File: src/rtl/cbc_pkg.sv
package cbc_pkg;
  typedef enum logic [1:0] {
    K_LO5   = 2'd0,
    K_LO7   = 2'd1,
    K_SPLIT = 2'd2,
    K_PLAIN = 2'd3
  } cbc_kind_e;

  localparam int CBC_UNLOCK = 8'h0A;
endpackage

File: src/rtl/cbc_edge.sv
module cbc_edge #(
  parameter int DW = 8
) (
  input  logic          clk,
  input  logic          rst_n,
  input  logic          wr,
  input  logic          rd,
  input  logic [DW-1:0] wdata,
  output logic          wr_fall,
  output logic          rd_rise,
  output logic [DW-1:0] wdata_q
);
  logic wr_q, rd_q;

  always_ff @(posedge clk) begin
    if (!rst_n) begin
      wr_q    <= 1'b0;
      rd_q    <= 1'b0;
      wdata_q <= '0;
    end else begin
      wr_q    <= wr;
      rd_q    <= rd;
      wdata_q <= wdata;
    end
  end

  assign wr_fall = wr_q & ~wr;
  assign rd_rise = ~rd_q & rd;
endmodule

File: src/rtl/cbc_regs.sv
module cbc_regs
  import cbc_pkg::*;
#(
  parameter int DW      = 8,
  parameter int BANK_W  = 9,
  parameter int RBANK_W = 4
) (
  input  logic               clk,
  input  logic               rst_n,
  input  cbc_kind_e          kind,
  input  logic               wr_fall,
  input  logic [3:0]         addr_top,
  input  logic [DW-1:0]      wdata_q,
  output logic [BANK_W-1:0]  rom_bank,
  output logic [RBANK_W-1:0] ram_bank,
  output logic [DW-1:0]      unlock,
  output logic               mode
);
  localparam int LO5 = 5;
  localparam int LO7 = 7;

  logic reg_hit;
  assign reg_hit = wr_fall && !addr_top[3] && (kind != K_PLAIN);

  function automatic logic [LO5-1:0] nz5(input logic [LO5-1:0] v);
    return (v == '0) ? LO5'(1) : v;
  endfunction

  function automatic logic [LO7-1:0] nz7(input logic [LO7-1:0] v);
    return (v == '0) ? LO7'(1) : v;
  endfunction

  always_ff @(posedge clk) begin
    if (!rst_n) begin
      rom_bank <= BANK_W'(1);
      ram_bank <= '0;
      unlock   <= '0;
      mode     <= 1'b0;
    end else if (reg_hit) begin
      case (addr_top[2:1])
        2'd0: unlock <= wdata_q;
        2'd1: begin
          case (kind)
            K_LO5:   rom_bank[LO5-1:0] <= nz5(wdata_q[LO5-1:0]);
            K_LO7:   rom_bank <= {{(BANK_W-LO7){1'b0}}, nz7(wdata_q[LO7-1:0])};
            K_SPLIT: begin
              if (!addr_top[0]) rom_bank[7:0] <= wdata_q;
              else              rom_bank[8]   <= wdata_q[0];
            end
            default: ;
          endcase
        end
        2'd2: begin
          if (kind == K_LO5 && !mode) rom_bank[6:5] <= wdata_q[1:0];
          else                        ram_bank <= wdata_q[RBANK_W-1:0];
        end
        default: mode <= wdata_q[0];
      endcase
    end
  end
endmodule

File: src/rtl/cbc_xlate.sv
module cbc_xlate
  import cbc_pkg::*;
#(
  parameter int ROM_AW  = 23,
  parameter int RAM_AW  = 17,
  parameter int ROM_PW  = 14,
  parameter int RAM_PW  = 13,
  localparam int BANK_W  = ROM_AW - ROM_PW,
  localparam int RBANK_W = RAM_AW - RAM_PW
) (
  input  cbc_kind_e          kind,
  input  logic               mode,
  input  logic [BANK_W-1:0]  rom_bank,
  input  logic [RBANK_W-1:0] ram_bank,
  input  logic [15:0]        addr,
  output logic               rom_hit,
  output logic               ram_hit,
  output logic [ROM_AW-1:0]  rom_pa,
  output logic [RAM_AW-1:0]  ram_pa
);
  function automatic logic [ROM_AW-1:0] rom_map(input logic hi, input logic [BANK_W-1:0] bk,
                                                input logic [ROM_PW-1:0] off);
    return {(hi ? bk : BANK_W'(0)), off};
  endfunction

  function automatic logic [RAM_AW-1:0] ram_map(input logic pin0, input logic [RBANK_W-1:0] bk,
                                                input logic [RAM_PW-1:0] off);
    return {(pin0 ? RBANK_W'(0) : bk), off};
  endfunction

  assign rom_hit = !addr[15];
  assign ram_hit = (addr[15:13] == 3'b101) && (kind != K_PLAIN);
  assign rom_pa  = rom_map(addr[14], rom_bank, addr[ROM_PW-1:0]);
  assign ram_pa  = ram_map(kind == K_LO5 && !mode, ram_bank, addr[RAM_PW-1:0]);
endmodule

File: src/rtl/cart_bank_ctrl.sv
module cart_bank_ctrl
  import cbc_pkg::*;
#(
  parameter int DW     = 8,
  parameter int ROM_AW = 23,
  parameter int RAM_AW = 17,
  parameter int ROM_PW = 14,
  parameter int RAM_PW = 13
) (
  input  logic              clk,
  input  logic              rst_n,
  input  logic [1:0]        ctl_kind,
  input  logic [15:0]       bus_addr,
  input  logic [DW-1:0]     bus_wdata,
  input  logic              bus_wr,
  input  logic              bus_rd,
  output logic [DW-1:0]     bus_rdata,
  output logic [ROM_AW-1:0] rom_addr,
  output logic              rom_rd,
  input  logic [DW-1:0]     rom_rdata,
  output logic [RAM_AW-1:0] ram_addr,
  output logic              ram_rd,
  output logic              ram_we,
  output logic [DW-1:0]     ram_wdata,
  input  logic [DW-1:0]     ram_rdata
);
  localparam int BANK_W  = ROM_AW - ROM_PW;
  localparam int RBANK_W = RAM_AW - RAM_PW;

  cbc_kind_e           kind_q;
  logic                wr_fall, rd_rise;
  logic [DW-1:0]       wdata_q;
  logic [BANK_W-1:0]   rom_bank;
  logic [RBANK_W-1:0]  ram_bank;
  logic [DW-1:0]       unlock;
  logic                mode;
  logic                rom_hit, ram_hit, ram_open;
  logic [ROM_AW-1:0]   rom_pa;
  logic [RAM_AW-1:0]   ram_pa;

  always_ff @(posedge clk) begin
    if (!rst_n) kind_q <= cbc_kind_e'(ctl_kind);
  end

  cbc_edge #(.DW(DW)) u_edge (
    .clk(clk), .rst_n(rst_n), .wr(bus_wr), .rd(bus_rd), .wdata(bus_wdata),
    .wr_fall(wr_fall), .rd_rise(rd_rise), .wdata_q(wdata_q)
  );

  cbc_regs #(.DW(DW), .BANK_W(BANK_W), .RBANK_W(RBANK_W)) u_regs (
    .clk(clk), .rst_n(rst_n), .kind(kind_q), .wr_fall(wr_fall),
    .addr_top(bus_addr[15:12]), .wdata_q(wdata_q),
    .rom_bank(rom_bank), .ram_bank(ram_bank), .unlock(unlock), .mode(mode)
  );

  cbc_xlate #(.ROM_AW(ROM_AW), .RAM_AW(RAM_AW), .ROM_PW(ROM_PW), .RAM_PW(RAM_PW)) u_xlate (
    .kind(kind_q), .mode(mode), .rom_bank(rom_bank), .ram_bank(ram_bank), .addr(bus_addr),
    .rom_hit(rom_hit), .ram_hit(ram_hit), .rom_pa(rom_pa), .ram_pa(ram_pa)
  );

  assign ram_open = (unlock == DW'(CBC_UNLOCK));

  always_ff @(posedge clk) begin
    if (!rst_n) begin
      rom_rd    <= 1'b0;
      ram_rd    <= 1'b0;
      ram_we    <= 1'b0;
      rom_addr  <= '0;
      ram_addr  <= '0;
      ram_wdata <= '0;
      bus_rdata <= '0;
    end else begin
      rom_rd <= 1'b0;
      ram_rd <= 1'b0;
      ram_we <= 1'b0;
      if (wr_fall) begin
        if (ram_hit && ram_open) begin
          ram_we    <= 1'b1;
          ram_addr  <= ram_pa;
          ram_wdata <= wdata_q;
        end
      end else if (rd_rise) begin
        if (rom_hit) begin
          rom_rd   <= 1'b1;
          rom_addr <= rom_pa;
        end else if (ram_hit) begin
          ram_rd   <= 1'b1;
          ram_addr <= ram_pa;
        end
      end
      if (rom_rd)      bus_rdata <= rom_rdata;
      else if (ram_rd) bus_rdata <= ram_rdata;
    end
  end
endmodule

File: config.mk
export PLATFORM = sky130hd
export DESIGN_NAME = cart_bank_ctrl
export DESIGN_NICKNAME = d
export VERILOG_FILES = /design/src/rtl/cbc_pkg.sv /design/src/rtl/cbc_edge.sv /design/src/rtl/cbc_regs.sv /design/src/rtl/cbc_xlate.sv /design/src/rtl/cart_bank_ctrl.sv
export SDC_FILE = /design/constraint.sdc
export NUM_CORES = 1
export LEC_CHECK = 0
export ABC_AREA = 1
export BUFFER_PORTS_ARGS = -buffer_cell sky130_fd_sc_hd__buf_2
export CAP_MARGIN = 5
export CORE_MARGIN = 4
export CORE_UTILIZATION = 52
export DETAILED_ROUTE_END_ITERATION = 6
export PLACE_DENSITY = 0.79
export SETUP_SLACK_MARGIN = 0.5
export SLEW_MARGIN = 25
export SYNTH_ARGS = -nofsm -noshare
export SYNTH_HDL_FRONTEND = slang
export SYNTH_SLANG_ARGS = --single-unit
File: constraint.sdc
create_clock -name clk -period 2.4 [get_ports clk]
set_input_delay 0.36 -clock clk [delete_from_list [all_inputs] [get_ports clk]]
set_output_delay 0.36 -clock clk [all_outputs]
set_load 0.01 [all_outputs]
Word level (Yosys, flattened, before mapping)
Index checks and enable logic that the tools add are counted.

Flip-flop bits (word level): 93. Input port bits: 46.

Equal/unequal tests: 13. Mux-type cells: 20. Bitwise operators: 10. Reductions and logical operators: 32.

Operators with widths (number): $mux W17 (5); $mux W8 (3); $reduce_and A4 Y1 (4); $pmux W5 S3 (1); $reduce_bool A2 Y1 (6); $mux W9 (1); $eq A8 B4 Y1 const B (1); $ne A2 B2 Y1 const B (4); $not A1 Y1 (8); $pmux W4 S2 (1); $reduce_and A2 Y1 (4); $logic_not A7 Y1 (1); $mux W7 (1); $ne A3 B3 Y1 const B (2); $reduce_and A3 Y1 (2); $reduce_or A3 Y1 (2); $logic_and A1 B1 Y1 (5); $logic_not A5 Y1 (1); $mux W5 (1); $reduce_and A5 Y1 (1); $eq A2 B1 Y1 const B (2); $eq A2 B2 Y1 const B (2); $logic_not A2 Y1 (2); $mux W1 (4); 9 further kinds (11).

Depth between registers and ports, before layout
Word-level depth: 7. Gate-level depth with buffers: 10. Gate-level depth less buffers: 9.

Hierarchy
From an unflattened synthesis, not the netlist that was laid out.

Cells, all modules: 597. Area, all modules: 4277.9 um^2.

By module, submodules not included: cart_bank_ctrl (times used 1, cells an instance 336, area an instance 2487.4 um^2, sequential area each 1241.2 um^2); cbc_regs (times used 1, cells an instance 164, area an instance 1129.8 um^2, sequential area each 440.4 um^2); cbc_xlate (times used 1, cells an instance 62, area an instance 359.1 um^2, sequential area each 0.0 um^2); cbc_edge (times used 1, cells an instance 35, area an instance 301.5 um^2, sequential area each 200.2 um^2).

Least setup slack after synthesis
No wires, ideal clock.

Kind: flip-flop to flip-flop. From: register kind_q[0]. To: register ram_addr[3]. Setup time: 115 ps. Arrival: 1496 ps. Path slack: 789 ps. Stages on the path, launching flop included: 11. Path buffers: 1. Period minus slack after synthesis: 1611 ps. Path through: edfxtp_1 ha_1 nor2_2 nand2_2 nor2_8 nand2_8 nand2_8 buf_8 nand3_1 nand2_1 nor2_1.

Cells in the longest elaborated chain, start to end: 5.

Ends and longest elaborated chain: start, declared (RTL line cart_bank_ctrl.sv:30) `cbc_kind_e kind_q;`; start signal, assigned (RTL line cart_bank_ctrl.sv:42) `if (!rst_n) kind_q <= cbc_kind_e'(ctl_kind);`; $ne A2 B2 Y1 (*) (RTL line cbc_xlate.sv:32) `assign ram_hit = (addr[15:13] == 3'b101) && (kind != K_PLAIN);`; $logic_and A1 B1 Y1 (*) (RTL line cbc_xlate.sv:32); $logic_and A1 B1 Y1 (RTL line cart_bank_ctrl.sv:77) `if (ram_hit && ram_open) begin`; $ne A2 B2 Y1 (no line); $reduce_and A4 Y1 (no line) (*); end signal, assigned (RTL line cart_bank_ctrl.sv:79) `ram_addr <= ram_pa;`; end signal, assigned (RTL line cart_bank_ctrl.sv:88) `ram_addr <= ram_pa;`; end, declared (RTL line cart_bank_ctrl.sv:21) `output logic [RAM_AW-1:0] ram_addr,`.

Mark *: on every way between the ends. The rest lies on a longest branch, timed or not. A chain may end at the register's enable or synchronous reset.

Worst setup path after layout
From: register kind_q[1]. To: register ram_addr[8].

The elaborated chain is that of the path after synthesis.

==> metrics.txt <==
status=complete, no violations; Worst Skew=0.00973 ns; DR iter-0 viols=197; antenna violations before repair=0; Placeable Area=7210 sq um; CTS clk-pin slew, worst paths=0.09 ns; Post-Synth XOR/XNOR Area=0%; cell area after synthesis=3850 sq um; Critical Path, Cell by Cell=ha_1, nor2_2, nand2_2, nor2_8, nand2_8, nand2_4, nand3_1, nand2_1, nor2_1; P per Cell Area=646 nW/um^2; Yosys warning count=0; die area=8850 sq um; wire length per cell=12.7 microns; Synth Net Count=555; final hold violation count=0; # DRC=0; Die X=94.1 microns; dpl cells=689; max_cap viols=0; met1 wire length=3930 microns; largest net degree at the start of global routing=35; placer congestion estimate=0.884; drt pass-1 iters=4; class of the worst hold path=in -> reg; hold buffer count at cts=0; Worst EP required=2.66 ns; leading area contributor after synthesis=dfxtp_1; number of global-route vias before repair=3194; Die Y=94.1 microns; DR top layer=met4; routed vias=3486; Root Buffer=clkbuf_8; CP Capture Point=ram_addr[8]; count of final setup violators=0; grt ovf=0; CP endpoint kind=flop; Total Wirelength=9050 microns; Async S/R FF share, synth=0%; TritonCTS clock tree=done; CP Max Fanout=17; critical path class=reg -> reg; Netlist cell types=31; slowest CP cell=edfxtp_1; sequential share of the synthesized area=48.9%; Post-Synth Simple-Gate Area=25.0%; Area Growth Syn to Fin=19.9%; Slew Viols, Final=0; Setup crit start=kind_q[1]; share of the synthesized area in the top cell type=47.3%; row count=31; final period utilization=75.0%; crit path DAT=2.06 ns; met3 routed WL=464 microns; routed wire length on met2=4470 microns; Non-Filler Instances=710; reg2reg setup slack=0.60 ns; #FFs+latches synth=93; top cells by count, synth=92 x nand2_1, 91 x dfxtp_1, 67 x inv_1; reg-to-reg startpoint=kind_q[1]; aggregate global-route resource usage=19.9%; Starting Density=53.4%; leakage power figure=2.35 nW; Post-synth EDFFs=2; # port buffers=104; Reg2Reg Depth=9; CTS sink count=93; Achievable Freq=556 MHz; DR vias/cell=4.91; dominant cells by area after synthesis=dfxtp_1 47%, nand2_1 9.0%, a21oi_1 7.4%; CP bufs+invs=0; layout cells sized above 1=23.7%; Main synth FF type=dfxtp_1; Worst setup SP type=flop; Worst VDD drop=0.546 mV; H-tree depth=3; CTS Buf Count=9; Slew @ Worst Pin=0.519 ns; setup tns final=0 ns; Synth Area in Compound Gates=13.3%; nets=657; mean post-synth cell area=7.64 sq um; Clock Tree Buf Depth=2; area share of fa/ha/maj cells after synthesis=1.62%; Max-slew headroom=65.4%; Pwr Total=2.99 mW; worst skew pair latency=0.36 ns; Crit path max-delay family=simple AND/OR/NAND/NOR gates; main combinational cell family by area after synthesis=simple AND/OR/NAND/NOR gates; Antenna Nets Post-Route=0; count leader, synth=nand2_1; Post-Syn Instances=504; RSZ-0062 raised after global routing=false; crit-path max cell delay=0.44 ns; first-pass GRT wire length=14000 microns; Reg-to-Reg End=ram_addr[8]; Ports=105; crit path time final=1.80 ns; fin util=64.0%; diodes inserted=0; Crit path depth=9; detailed placer's ending HPWL=6360 microns; post-synthesis mux area share=0%
cell usage in the layout, fill, tap and decap left out, drive strengths merged, types with 2 or more instances in the layout:
master	n
a21oi	57
buf	112
clkbuf	13
clkinv	3
dfxtp	91
edfxtp	2
ha	5
inv	70
nand2	97
nand3	43
nand4	2
nor2	58
nor3	11
o21ai	43
or2	2
final cells by class:
cell class              instances  area, sq um
fillers                       658         2600
flip-flops and latches         93         1880
multi-input cells             319         1560
repair buffers                112          581
inverters                      71          267
clock buffers                  13          169
well taps                      99          124
clock inverters                 3         41.3
how the worst min path moves through the flow:
stage	cells past startpoint	startpoint	endpoint	slack, ns
finish	3	bus_wdata[0]	u_edge.wdata_q[0]	0.19
global route	3	bus_wdata[6]	u_edge.wdata_q[6]	0.18
detailed placement	2	u_regs.unlock[6]	u_regs.unlock[6]	0.43
floorplan	2	u_regs.unlock[0]	u_regs.unlock[0]	0.42
CTS	3	bus_wdata[0]	u_edge.wdata_q[0]	0.17
global placement	2	u_regs.unlock[0]	u_regs.unlock[0]	0.43
metal layers:
layer  track usage (%)  vias to the layer above
met5                 0                        -
met4              9.15                        0
met3              3.77                       13
met2              34.1                       88
met1              24.1                     1582
li1                  -                     1803
sequential cells by signal, indices dropped and copies added, names as in the netlist:
register / flops
bus_rdata: 8
u_edge.wr_q: 1
rom_rd: 1
u_regs.mode: 1
ram_rd: 1
u_edge.rd_q: 1
u_regs.rom_bank: 9
ram_we: 1
u_regs.unlock: 8
u_regs.ram_bank: 4
rom_addr: 23
kind_q: 2
ram_wdata: 8
u_edge.wdata_q: 8
ram_addr: 17
worst reg2reg max path: stages, from the launching register on:
cell and delay, ns:
edfxtp_1 0.44, ha_1 0.23, nor2_2 0.17, nand2_2 0.11
nor2_8 0.21, nand2_8 0.13, nand2_4 0.21, nand3_1 0.10
nand2_1 0.07, nor2_1 0.04
cells by family (layout without fill, tap and decap cells):
logic type                 after synthesis  count (layout)
AOI/OAI and AO/OA                      101             101
DFF                                     93              93
and+or+nand+nor                        212             213
buffers and inverters                   93             199
adders and majority gates                5               5
through the flow:
stage / hold slack [ns] / setup slack (ns) / area [sq um]
final: 0.188 / 0.601 / 4620
after detailed placement: 0.435 / 0.522 / 4360
after floorplan: 0.424 / 0.789 / 3850
after CTS: 0.171 / 0.513 / 4570
after global placement: 0.431 / 0.665 / 4360
after global routing: 0.181 / 0.496 / 4620
repair_timing:
| item | 4_1_cts | 5_1_grt |
|---|---|---|
| gates resized for setup | 0 | 2 |
| buffers inserted | 0 | 4 |
| endpoints found under the setup margin | 0 | 15 |
power by group:
group	leakage [nW]	internal (mW)	switching, mW	total (mW)
Clock	0.110	0.567	0.515	1.08
Sequential	0.759	1.59	0.0297	1.62
Combinational	1.48	0.103	0.181	0.283
No activity file was read; power rests on OpenSTA's default activity.
